[src/rtl/vreg_pkg.sv]
// Package: vreg_pkg
// Shared constants and types for the video register bank: the register
// offsets, the field bit positions, the bus size codes and the per-halfword
// select structure.
package vreg_pkg;

    localparam int NUM_FB   = 4;
    localparam int NUM_IRQ  = 4;

    localparam int OFS_CTRL = 'h000;
    localparam int OFS_FB   = 'h010;
    localparam int OFS_IRQ  = 'h020;
    localparam int OFS_AUX  = 'h030;

    localparam logic [15:0] CTRL_WMASK = 16'h03FD;
    localparam int CTRL_RST_BIT = 1;
    localparam int FB_POFS_BIT  = 12;
    localparam int FB_CLRP_BIT  = 13;
    localparam int IRQ_FLAG_BIT = 15;
    localparam int IRQ_MASK_BIT = 12;

    typedef enum logic [1:0] {
        SZ_BYTE = 2'd0,
        SZ_HALF = 2'd1,
        SZ_WORD = 2'd2,
        SZ_RSVD = 2'd3
    } bus_size_e;

    typedef struct packed {
        logic               ctrl;
        logic [NUM_FB-1:0]  fb_hi;
        logic [NUM_FB-1:0]  fb_lo;
        logic [NUM_IRQ-1:0] irq_hi;
        logic [NUM_IRQ-1:0] irq_lo;
        logic               aux_hi;
        logic               aux_lo;
    } hsel_t;

endpackage

[src/rtl/vreg_decode.sv]
// Module: vreg_decode
// Decodes one halfword-aligned address into a one-hot register-half select.
// Assumes bit 0 of the address is already zero. An unmapped address gives an
// all-zero select.
module vreg_decode
    import vreg_pkg::*;
#(
    parameter int ADDR_W = 12
) (
    input  logic [ADDR_W-1:0] haddr_i,
    output hsel_t             sel_o
);

    // Compare the address against every register-half offset.
    always_comb begin
        sel_o        = '0;
        sel_o.ctrl   = (haddr_i == ADDR_W'(OFS_CTRL));
        sel_o.aux_hi = (haddr_i == ADDR_W'(OFS_AUX));
        sel_o.aux_lo = (haddr_i == ADDR_W'(OFS_AUX + 2));
        for (int i = 0; i < NUM_FB; i++) begin
            sel_o.fb_hi[i] = (haddr_i == ADDR_W'(OFS_FB + 4 * i));
            sel_o.fb_lo[i] = (haddr_i == ADDR_W'(OFS_FB + 4 * i + 2));
        end
        for (int i = 0; i < NUM_IRQ; i++) begin
            sel_o.irq_hi[i] = (haddr_i == ADDR_W'(OFS_IRQ + 4 * i));
            sel_o.irq_lo[i] = (haddr_i == ADDR_W'(OFS_IRQ + 4 * i + 2));
        end
    end

endmodule

[src/rtl/vreg_fb_bank.sv]
// Module: vreg_fb_bank
// Holds the four framebuffer address registers and derives their effective
// addresses. Write selects arrive already gated by the write enable. The two
// lanes never select the same half in one cycle.
module vreg_fb_bank
    import vreg_pkg::*;
#(
    parameter int BASE_W   = 24,
    parameter int PG_SHIFT = 5,
    parameter int EFF_W    = BASE_W + PG_SHIFT
) (
    input  logic                           clk,
    input  logic                           rst_n,
    input  hsel_t                          wsel0_i,
    input  hsel_t                          wsel1_i,
    input  logic [15:0]                    wd0_i,
    input  logic [15:0]                    wd1_i,
    output logic [NUM_FB-1:0][31:0]        regs_o,
    output logic [NUM_FB-1:0][EFF_W-1:0]   eff_o
);

    localparam int POFS_POS = 16 + FB_POFS_BIT;

    for (genvar g = 0; g < NUM_FB; g++) begin : g_fb
        localparam int TOPI = (g / 2) * 2;
        logic        hi_we, lo_we;
        logic [15:0] hi_d, lo_d;
        logic [31:0] r;

        assign hi_we = wsel0_i.fb_hi[g] | wsel1_i.fb_hi[g];
        assign lo_we = wsel0_i.fb_lo[g] | wsel1_i.fb_lo[g];
        assign hi_d  = wsel0_i.fb_hi[g] ? wd0_i : wd1_i;
        assign lo_d  = wsel0_i.fb_lo[g] ? wd0_i : wd1_i;

        // Store the halves; a clear-page-offset request zeroes the page bit.
        always_ff @(posedge clk) begin
            if (!rst_n) begin
                r <= '0;
            end else begin
                if (hi_we) begin
                    r[31:16] <= hi_d;
                    if (hi_d[FB_CLRP_BIT]) begin
                        r[POFS_POS] <= 1'b0;
                    end
                end
                if (lo_we) begin
                    r[15:0] <= lo_d;
                end
            end
        end

        assign regs_o[g] = r;

        // Scale the base by the page-offset bit of the pair's top register.
        assign eff_o[g] = regs_o[TOPI][POFS_POS]
                        ? {regs_o[g][BASE_W-1:0], {PG_SHIFT{1'b0}}}
                        : EFF_W'(regs_o[g][BASE_W-1:0]);
    end

endmodule

[src/rtl/vreg_irq_bank.sv]
// Module: vreg_irq_bank
// Holds the four display interrupt registers and forms the combined
// interrupt. Priority: wipe, then hardware set, then software write of the
// flag. Write selects arrive already gated by the write enable.
module vreg_irq_bank
    import vreg_pkg::*;
(
    input  logic                     clk,
    input  logic                     rst_n,
    input  hsel_t                    wsel0_i,
    input  hsel_t                    wsel1_i,
    input  logic [15:0]              wd0_i,
    input  logic [15:0]              wd1_i,
    input  logic [NUM_IRQ-1:0]       set_i,
    input  logic                     wipe_i,
    output logic [NUM_IRQ-1:0][31:0] regs_o,
    output logic                     irq_o
);

    localparam int FLAG_POS = 16 + IRQ_FLAG_BIT;
    localparam int MASK_POS = 16 + IRQ_MASK_BIT;

    logic [NUM_IRQ-1:0] pend;

    for (genvar g = 0; g < NUM_IRQ; g++) begin : g_irq
        logic        hi_we, lo_we;
        logic [15:0] hi_d, lo_d;
        logic [31:0] r;

        assign hi_we = wsel0_i.irq_hi[g] | wsel1_i.irq_hi[g];
        assign lo_we = wsel0_i.irq_lo[g] | wsel1_i.irq_lo[g];
        assign hi_d  = wsel0_i.irq_hi[g] ? wd0_i : wd1_i;
        assign lo_d  = wsel0_i.irq_lo[g] ? wd0_i : wd1_i;

        // Update one interrupt register under the wipe/set/write priority.
        always_ff @(posedge clk) begin
            if (!rst_n || wipe_i) begin
                r <= '0;
            end else begin
                if (hi_we) begin
                    r[31:16] <= hi_d;
                end
                if (lo_we) begin
                    r[15:0] <= lo_d;
                end
                if (set_i[g]) begin
                    r[FLAG_POS] <= 1'b1;
                end
            end
        end

        assign regs_o[g] = r;
        assign pend[g]   = r[FLAG_POS] & r[MASK_POS];
    end

    // Combine the masked flags into one line.
    assign irq_o = |pend;

endmodule

[src/rtl/vreg_regfile.sv]
// Module: vreg_regfile
// Top level of the video register bank. It splits each bus access into two
// halfword lanes (lane 1 is active only for 32-bit accesses), holds the
// control and auxiliary registers, and registers the read data.
// Assumes one access per request cycle and a halfword-aligned address for
// 16-bit and 32-bit accesses.
module vreg_regfile
    import vreg_pkg::*;
#(
    parameter int          ADDR_W    = 12,
    parameter int          BASE_W    = 24,
    parameter int          PG_SHIFT  = 5,
    parameter logic [15:0] CTRL_INIT = 16'h2C01
) (
    input  logic                       clk,
    input  logic                       rst_n,
    input  logic                       bus_req_i,
    input  logic                       bus_we_i,
    input  logic [1:0]                 bus_size_i,
    input  logic [ADDR_W-1:0]          bus_addr_i,
    input  logic [31:0]                bus_wdata_i,
    output logic [31:0]                bus_rdata_o,
    input  logic [NUM_IRQ-1:0]         irq_set_i,
    output logic                       irq_o,
    output logic [BASE_W+PG_SHIFT-1:0] fb_ltop_o,
    output logic [BASE_W+PG_SHIFT-1:0] fb_lbot_o,
    output logic [BASE_W+PG_SHIFT-1:0] fb_rtop_o,
    output logic [BASE_W+PG_SHIFT-1:0] fb_rbot_o
);

    localparam int LANES = 2;
    localparam int EFF_W = BASE_W + PG_SHIFT;
    localparam logic [15:0] CTRL_RST_VAL = CTRL_INIT & ~(16'h1 << CTRL_RST_BIT);

    logic                           is_half, is_word;
    logic [ADDR_W-1:0]              base_addr;
    logic [LANES-1:0][ADDR_W-1:0]   lane_addr;
    logic [LANES-1:0][15:0]         lane_wd;
    logic [LANES-1:0]               lane_we;
    hsel_t [LANES-1:0]              lane_sel;
    hsel_t [LANES-1:0]              lane_wsel;
    logic [LANES-1:0][15:0]         lane_rd;

    logic [15:0]                    ctrl_q, ctrl_d;
    logic                           ctrl_we, wipe;
    logic [31:0]                    aux_q;
    logic [NUM_FB-1:0][31:0]        fb_regs;
    logic [NUM_FB-1:0][EFF_W-1:0]   fb_eff;
    logic [NUM_IRQ-1:0][31:0]       irq_regs;
    logic [31:0]                    rd_next;

    // Split the access into its two halfword lanes.
    assign is_half      = (bus_size_i == SZ_HALF);
    assign is_word      = (bus_size_i == SZ_WORD);
    assign base_addr    = {bus_addr_i[ADDR_W-1:1], 1'b0};
    assign lane_addr[0] = base_addr;
    assign lane_addr[1] = base_addr + ADDR_W'(2);
    assign lane_wd[0]   = is_word ? bus_wdata_i[31:16] : bus_wdata_i[15:0];
    assign lane_wd[1]   = bus_wdata_i[15:0];
    assign lane_we[0]   = bus_req_i & bus_we_i & (is_half | is_word);
    assign lane_we[1]   = bus_req_i & bus_we_i & is_word;

    for (genvar l = 0; l < LANES; l++) begin : g_lane
        vreg_decode #(.ADDR_W(ADDR_W)) u_dec (
            .haddr_i (lane_addr[l]),
            .sel_o   (lane_sel[l])
        );

        assign lane_wsel[l] = lane_we[l] ? lane_sel[l] : '0;

        // Gather the halfword this lane addresses; unmapped gives zero.
        always_comb begin
            lane_rd[l] = '0;
            if (lane_sel[l].ctrl)   lane_rd[l] = lane_rd[l] | ctrl_q;
            if (lane_sel[l].aux_hi) lane_rd[l] = lane_rd[l] | aux_q[31:16];
            if (lane_sel[l].aux_lo) lane_rd[l] = lane_rd[l] | aux_q[15:0];
            for (int i = 0; i < NUM_FB; i++) begin
                if (lane_sel[l].fb_hi[i]) lane_rd[l] = lane_rd[l] | fb_regs[i][31:16];
                if (lane_sel[l].fb_lo[i]) lane_rd[l] = lane_rd[l] | fb_regs[i][15:0];
            end
            for (int i = 0; i < NUM_IRQ; i++) begin
                if (lane_sel[l].irq_hi[i]) lane_rd[l] = lane_rd[l] | irq_regs[i][31:16];
                if (lane_sel[l].irq_lo[i]) lane_rd[l] = lane_rd[l] | irq_regs[i][15:0];
            end
        end
    end

    // Control register write data and the reset command.
    assign ctrl_we = lane_wsel[0].ctrl | lane_wsel[1].ctrl;
    assign ctrl_d  = lane_wsel[0].ctrl ? lane_wd[0] : lane_wd[1];
    assign wipe    = ctrl_we & ctrl_d[CTRL_RST_BIT];

    // Control register: only the writable fields follow a write.
    always_ff @(posedge clk) begin
        if (!rst_n) begin
            ctrl_q <= CTRL_RST_VAL;
        end else if (ctrl_we) begin
            ctrl_q <= (ctrl_q & ~CTRL_WMASK) | (ctrl_d & CTRL_WMASK);
        end
    end

    // Auxiliary register: halves are written independently.
    always_ff @(posedge clk) begin
        if (!rst_n) begin
            aux_q <= '0;
        end else begin
            if (lane_wsel[0].aux_hi | lane_wsel[1].aux_hi) begin
                aux_q[31:16] <= lane_wsel[0].aux_hi ? lane_wd[0] : lane_wd[1];
            end
            if (lane_wsel[0].aux_lo | lane_wsel[1].aux_lo) begin
                aux_q[15:0] <= lane_wsel[0].aux_lo ? lane_wd[0] : lane_wd[1];
            end
        end
    end

    vreg_fb_bank #(
        .BASE_W   (BASE_W),
        .PG_SHIFT (PG_SHIFT),
        .EFF_W    (EFF_W)
    ) u_fb (
        .clk     (clk),
        .rst_n   (rst_n),
        .wsel0_i (lane_wsel[0]),
        .wsel1_i (lane_wsel[1]),
        .wd0_i   (lane_wd[0]),
        .wd1_i   (lane_wd[1]),
        .regs_o  (fb_regs),
        .eff_o   (fb_eff)
    );

    vreg_irq_bank u_irq (
        .clk     (clk),
        .rst_n   (rst_n),
        .wsel0_i (lane_wsel[0]),
        .wsel1_i (lane_wsel[1]),
        .wd0_i   (lane_wd[0]),
        .wd1_i   (lane_wd[1]),
        .set_i   (irq_set_i),
        .wipe_i  (wipe),
        .regs_o  (irq_regs),
        .irq_o   (irq_o)
    );

    assign fb_ltop_o = fb_eff[0];
    assign fb_lbot_o = fb_eff[1];
    assign fb_rtop_o = fb_eff[2];
    assign fb_rbot_o = fb_eff[3];

    // Shape the read data according to the access size.
    always_comb begin
        case (bus_size_i)
            SZ_BYTE: rd_next = {24'h0, bus_addr_i[0] ? lane_rd[0][7:0] : lane_rd[0][15:8]};
            SZ_HALF: rd_next = {16'h0, lane_rd[0]};
            SZ_WORD: rd_next = {lane_rd[0], lane_rd[1]};
            default: rd_next = '0;
        endcase
    end

    // Read data register: loads on a read, holds otherwise.
    always_ff @(posedge clk) begin
        if (!rst_n) begin
            bus_rdata_o <= '0;
        end else if (bus_req_i && !bus_we_i) begin
            bus_rdata_o <= rd_next;
        end
    end

endmodule

[config.mk]
export PLATFORM = sky130hd
export DESIGN_NAME = vreg_regfile
export DESIGN_NICKNAME = d
export VERILOG_FILES = /design/src/rtl/vreg_pkg.sv /design/src/rtl/vreg_decode.sv /design/src/rtl/vreg_fb_bank.sv /design/src/rtl/vreg_irq_bank.sv /design/src/rtl/vreg_regfile.sv
export SDC_FILE = /design/constraint.sdc
export NUM_CORES = 1
export LEC_CHECK = 0
export CAP_MARGIN = 20
export CELL_PAD_IN_SITES_DETAIL_PLACEMENT = 1
export CELL_PAD_IN_SITES_GLOBAL_PLACEMENT = 2
export CORE_MARGIN = 2
export CORE_UTILIZATION = 39
export CTS_BUF_LIST = sky130_fd_sc_hd__clkbuf_8
export DETAILED_ROUTE_END_ITERATION = 7
export DONT_BUFFER_PORTS = 1
export PLACE_DENSITY = 0.87
export SYNTH_ARGS = -nofsm -noshare
export SYNTH_HDL_FRONTEND = slang
export SYNTH_SLANG_ARGS = --single-unit
[constraint.sdc]
create_clock -name clk -period 2.9 [get_ports clk]
set_input_delay 0.29 -clock clk [delete_from_list [all_inputs] [get_ports clk]]
set_output_delay 0.29 -clock clk [all_outputs]
set_load 0.02 [all_outputs]
; ---- After elaboration in Yosys (flattened, before gate mapping)
; Index checks and enable logic that the tools add are counted.
[classes]
n_mux = 78
addsub = 1
reduce_logical = 12
eq_ne = 38
bitwise = 65
[ops]
columns = operator, count
row1 = 2-to-1 mux 16 bit, 61
row2 = OR 16 bit, 36
row3 = "== test 12 x 6 -> 1 bit, second input constant", 10
row4 = 2-to-1 mux 29 bit, 4
row5 = "== test 11 x 5 -> 1 bit, second input constant", 10
row6 = "== test 12 x 5 -> 1 bit, second input constant", 8
row7 = one-hot mux 32 bit (3 select lines), 1
row8 = "== test 11 x 4 -> 1 bit, second input constant", 8
row9 = 2-to-1 mux 19 bit, 2
row10 = zero test 12 bit, 2
row11 = OR 1 bit, 20
row12 = OR 16 x 10 -> 16 bit, 1
row13 = "adder 12 x 2 -> 12 bit, second input constant", 1
row14 = 2-to-1 mux 10 bit, 1
row15 = AND 1 bit, 8
row16 = 2-to-1 mux 1 bit, 8
row17 = 2-to-1 mux 8 bit, 1
row18 = nonzero test 2 bit, 4
row19 = OR reduction 4 bit, 1
row20 = "== test 2 x 1 -> 1 bit, second input constant", 1
row21 = "== test 2 bit, second input constant", 1
row22 = zero test 1 bit, 2
row23 = zero test 2 bit, 1
row24 = logical AND 1 bit, 1
row25 = logical OR 1 bit, 1
[word_totals]
output_inout_bits = 149
wordCells = 218
regBits = 336
in_bits = 54

; ---- Logic depth before layout (Yosys ltp)
[logic_depth]
word_depth = 40
ltp_mapped = 11
mapped_depth_nobuf = 8

; ---- Hierarchy
; Synthesis repeated with hierarchy kept, for this count alone.
[unflattened]
cells_unflattened = 2256
area_unflattened_um2 = 21951.1
[by_module_without_submodules]
columns = mod, cells_per_inst, seq_area_each_um2, n_inst, area_per_inst_um2
row1 = vreg_fb_bank, 701, 2562.5, 1, 8021.4
row2 = vreg_regfile, 895, 1461.4, 1, 7169.4
row3 = vreg_irq_bank, 590, 2562.5, 1, 6269.8
row4 = vreg_decode, 35, 0.0, 2, 245.2

; ---- Worst setup path after synthesis
; OpenSTA, ideal clock, no wires.
[synth_timing]
path_kind = input-to-reg
startpoint = input port bus_addr_i[3]
endpoint = register bus_rdata_o[5]
t_required_ns = 2.768
setup_time_ns = 0.132
setup_slack_ns = 0.572
cell_stages = 10
t_arrival_ns = 2.196
path_buffers = 4
path_cell_list = buf_2 buf_2 buf_4 buf_2 mux2_2 a32oi_1 a31oi_1 or3b_2 o21ai_0 o211ai_1
[synth_via]
elab_chain_len = 40
word_cells_on_any_way = 115
cone_classes = add/sub: 1 / eq/ne: 36 / mux: 40 / bitwise: 36 / reduce/logical: 2
[synth_lines]
columns = element, line
row1 = start: declaration, vreg_regfile.sv:20  ; input logic [ADDR_W-1:0] bus_addr_i,
row2 = adder 12 x 2 -> 12 bit / zero test 12 bit (equally long branches), "vreg_regfile.sv:57, vreg_decode.sv:17"
row3 = zero test 12 bit / 2-to-1 mux 16 bit (equally long branches), "vreg_decode.sv:17, vreg_regfile.sv:74"
row4 = 2-to-1 mux 16 bit / OR 16 bit (equally long branches), "vreg_regfile.sv:74, vreg_regfile.sv:75"
row5 = OR 16 bit / 2-to-1 mux 16 bit (equally long branches), vreg_regfile.sv:75  ; if (lane_sel[l].aux_hi) lane_rd[l] = lane_rd[l] | aux_q[31:16];
row6 = 2-to-1 mux 16 bit / OR 16 bit (equally long branches), "vreg_regfile.sv:75, vreg_regfile.sv:76"
row7 = OR 16 bit / 2-to-1 mux 16 bit (equally long branches), vreg_regfile.sv:76  ; if (lane_sel[l].aux_lo) lane_rd[l] = lane_rd[l] | aux_q[15:0];
row8 = 2-to-1 mux 16 bit / OR 16 bit (equally long branches), "vreg_regfile.sv:76, vreg_regfile.sv:78"
row9 = OR 16 bit / 2-to-1 mux 16 bit (equally long branches), vreg_regfile.sv:78  ; if (lane_sel[l].fb_hi[i]) lane_rd[l] = lane_rd[l] | fb_regs[i][31:16];
row10 = [24 not listed], -
row11 = 2-to-1 mux 16 bit / OR 16 bit (equally long branches), "vreg_regfile.sv:82, vreg_regfile.sv:83"
row12 = OR 16 bit / 2-to-1 mux 16 bit (equally long branches), vreg_regfile.sv:83  ; if (lane_sel[l].irq_lo[i]) lane_rd[l] = lane_rd[l] | irq_regs[i][15:0];
row13 = 2-to-1 mux 16 bit / OR 16 bit (equally long branches), "vreg_regfile.sv:83, vreg_regfile.sv:82"
row14 = OR 16 bit / 2-to-1 mux 16 bit (equally long branches), vreg_regfile.sv:82  ; if (lane_sel[l].irq_hi[i]) lane_rd[l] = lane_rd[l] | irq_regs[i][31:16];
row15 = 2-to-1 mux 16 bit / OR 16 bit (equally long branches), "vreg_regfile.sv:82, vreg_regfile.sv:83"
row16 = OR 16 bit / 2-to-1 mux 16 bit (equally long branches), vreg_regfile.sv:83
row17 = 2-to-1 mux 16 bit / 2-to-1 mux 8 bit (equally long branches), "vreg_regfile.sv:83, vreg_regfile.sv:152"
row18 = one-hot mux 32 bit (3 select lines) *, vreg_regfile.sv:151  ; case (bus_size_i)
row19 = end signal: assignment, vreg_regfile.sv:164  ; bus_rdata_o <= rd_next;
row20 = end: declaration, vreg_regfile.sv:22  ; output logic [31:0] bus_rdata_o,
; Mark *: on every way between the ends. The rest lies on a longest branch, timed or not.
; A chain may end at the register's enable or synchronous reset.

; ---- Worst setup path after layout
[layout_timing]
startpoint = register u_fb.g_fb[0].r[28]
endpoint = output port fb_lbot_o[20]
[layout_via]
elab_chain_len = 1
[layout_lines]
columns = element, line
row1 = start: declaration, vreg_fb_bank.sv:28  ; logic [31:0] r;
row2 = start signal: assignment, vreg_fb_bank.sv:41  ; r[31:16] <= hi_d;
row3 = 2-to-1 mux 29 bit, vreg_fb_bank.sv:56  ; ? {regs_o[g][BASE_W-1:0], {PG_SHIFT{1'b0}}}
row4 = end: declaration, vreg_regfile.sv:26  ; output logic [BASE_W+PG_SHIFT-1:0] fb_lbot_o,
; No other way between the ends.

==> reports/results.ini <==
[drt]
avgViaCountPerCell=7.46
vias=26500
detail-route-antenna-nets=0
wl_per_cell_um=41.6
dr.pass1.iters=6
drc_errors=0
wl_um=148000
first_iter_violations=3958

[synth]
synth_top_area_share=0.309
ys_seq_area_frac=0.309
synth_edf_count=0
syn_nets=2841
synthFlopType=dfxtp_1
synthArstFlopShare=0
synth_warnings=0
yosys.area.top_type=dfxtp_1
synth-seq-cells=329
syn_avg_cell_area_um2=7.67
synth.distinct_cells=89
synthCells=2783
synthTopCellsByArea=dfxtp_1, nand2_1, a21oi_1
netlist_area_mm2=0.0213

[worst_setup_path]
r2r-end=bus_rdata_o[5]
cp.depth=2
crit_end=fb_lbot_o[20]
worstSetupPathType=reg2out
worstPathCellList=buf_4 > mux2_2
regToRegSetupSlack_ns=0.33
reg2regPathDepth=7
arrival_ns=2.45
worst_ep_required_time_ns=2.61
crit_slowest_cell=buf_4
cp_slowest_stage_delay_ns=0.61
path_buf_inv=1
r2r_start=u_fb.g_fb[1].r[29]
worstSetupStartpoint=u_fb.g_fb[0].r[28]
endpoint_kind=output pin
path_delay_family=buffers and inverters
startpoint_type=register
crit_fanout=46

[place]
placed_cell_area_mm2=0.0231
place.gp.congestion=1.07
port_buffers=0
placedCellCount=3383
hpwlAfterDp_um=102000

[timing]
fin_skew_ns=0.0746
rsz0062_at_grt=false
fmax_mhz=365
finalCriticalPeriod_ns=2.74
whs_ns=0.0118
finalHoldViolations=0
report.final.slew_viol_count=0
min_period_over_period=0.945
setup_viol=0
slew_headroom=0.162
tightest_slew_ns=1.26

[cells_and_area]
syn2layout_area_growth_pct=17.6
layout_commonest_cell=nand2_1
fin_cells=3558
drive_gt1_frac=0.192
fillCellCount=6459
final_cell_mix=nand2_1, dfxtp_1, a21oi_1
final_net_count=2850
postLayoutCellArea_mm2=0.0251

[run]
cap_violations=0

[global_route]
grt_max_degree=114
grt_first_pass_wirelength_um=203000
antenna_found_initial=20
overflow=0
grt_pass1_vias=25200
track_usage=0.506

[floorplan]
dieArea_mm2=0.0566
die_w_um=238
rows=85
io_pins=203
core-area_mm2=0.0539
die_h_um=238
start_util=0.396

[pwr]
clkPwrFrac=0.481
p_sw_mw=3.15
cellLeakagePower_nw=8.42
swShare=0.292
intPower_mw=7.62
p_comb_frac=0.098
peakVddDrop_mv=0.332
pwr-share-seq=0.421
power.density_mw_per_mm2=429

[clocking]
clockBufferDepth=3
cts_made_buffers=61
cts_tree=built
cts_root_buffer=clkbuf_8
cts_resized=0
clkLatencyLatePin_ns=0.75
clkTransAtPathRegs_ns=0.06
htreeDepth=2
clock-sinks=329

[min_path]
min_path_cells=4
hold_path.class=in2reg

[outcome]
outcome=completed

==> worst reg2reg max path, delay by kind of cell, from the launching register on <==
kind                   cells  cell delay [ns]
and+or+nand+nor            1             0.47
buffers and inverters      1             0.20
AOI/OAI and AO/OA          4             1.02
muxes                      1             0.34
DFF                        1             0.40
==> cell type report <==
class / instances / area [µm²] / area share
diodes: 21 / 52.6 / 0.00209
clock buffers: 82 / 1130 / 0.0450
clock inverters: 30 / 235 / 0.00937
inverters: 10 / 42.5 / 0.00170
multi-input cells: 2127 / 13600 / 0.542
flip-flops and latches: 329 / 6590 / 0.263
well taps: 696 / 871 / 0.0347
repair buffers: 263 / 2580 / 0.103
==> per-layer routing <==
| layer | vias up | wire length (µm) | track usage |
|---|---|---|---|
| met4 | 16 | 13500 | 0.380 |
| met5 | - | 116 | 0 |
| li1 | 10400 | - | - |
| met2 | 2213 | 61800 | 0.758 |
| met3 | 698 | 16900 | 0.134 |
| met1 | 13200 | 55600 | 0.623 |
==> synth_stat cells (10+ instances only) <==
library cell,number
a22o_1,24
a211oi_1,86
nand3b_1,10
buf_2,80
mux2_2,116
o31a_1,11
dfxtp_1,329
and3_1,18
buf_6,10
nor3_1,21
a221oi_1,16
clkbuf_1,212
a21oi_1,327
o21ai_0,72
a31oi_1,29
nand3_1,31
nand2_1,437
a32oi_1,18
nor2_1,242
nor2b_1,35
buf_1,10
mux2i_1,44
a222oi_1,33
a22oi_1,136
a211o_1,28
nand4_1,17
and2_1,43
o211ai_1,146
==> logic make-up after synthesis <==
kind of cell,after synthesis,synth area share
compound gates,1019,0.330
mux,163,0.0850
simple gates,940,0.207
fa+ha+maj,4,0.00235
flops,329,0.309
xor+xnor,1,0.000410
buf+inv,327,0.0670
==> registers in the layout (all words and copies together), names as in the netlist <==
name,cells
bus_rdata_o,32
aux_q,32
u_irq.g_irq.r,128
u_fb.g_fb.r,128
ctrl_q,9
==> worst min path at each step <==
stage | start | endpoint | slack [ns]
floorplan | irq_set_i[0] | u_irq.g_irq[0].r[31] | 0.41
finish | bus_wdata_i[2] | u_fb.g_fb[0].r[18] | 0.01
CTS | bus_wdata_i[4] | u_irq.g_irq[1].r[20] | 0.002
global route | bus_wdata_i[9] | u_fb.g_fb[0].r[9] | 0.03
detailed placement | rst_n | ctrl_q[0] | 0.41
global placement | rst_n | ctrl_q[0] | 0.40
==> timing repair <==
action                    4_1_cts  5_1_grt
hold buffers                   35        0
hold endpoints to repair      323        0
setup buffers                   0        0
==> stage by stage <==
step / TNS [ns] / power, mW / setup slack [ns] / utilization
6_report: 0 / 10.8 / 0.159 / 0.465
5_1_grt: 0 / 10.9 / 0.178 / 0.465
4_1_cts: 0 / 10.7 / 0.213 / 0.462
3_5_place_dp: -0.361 / 5.40 / -0.252 / 0.428
3_3_place_gp: -0.389 / 5.39 / -0.250 / 0.428
2_1_floorplan: 0 / 5.12 / 0.572 / -
==> power groups by stage <==
| stage | registers (mW) | logic [mW] | clock network, mW |
|---|---|---|---|
| 2_1_floorplan | 4.63 | 0.489 | 0 |
| 3_3_place_gp | 4.63 | 0.756 | 0 |
| 3_5_place_dp | 4.63 | 0.766 | 0 |
| 4_1_cts | 4.53 | 0.973 | 5.16 |
| 5_1_grt | 4.53 | 1.03 | 5.36 |
| 6_report | 4.53 | 1.06 | 5.18 |
Note: power is estimated with default switching activity, not from simulation.
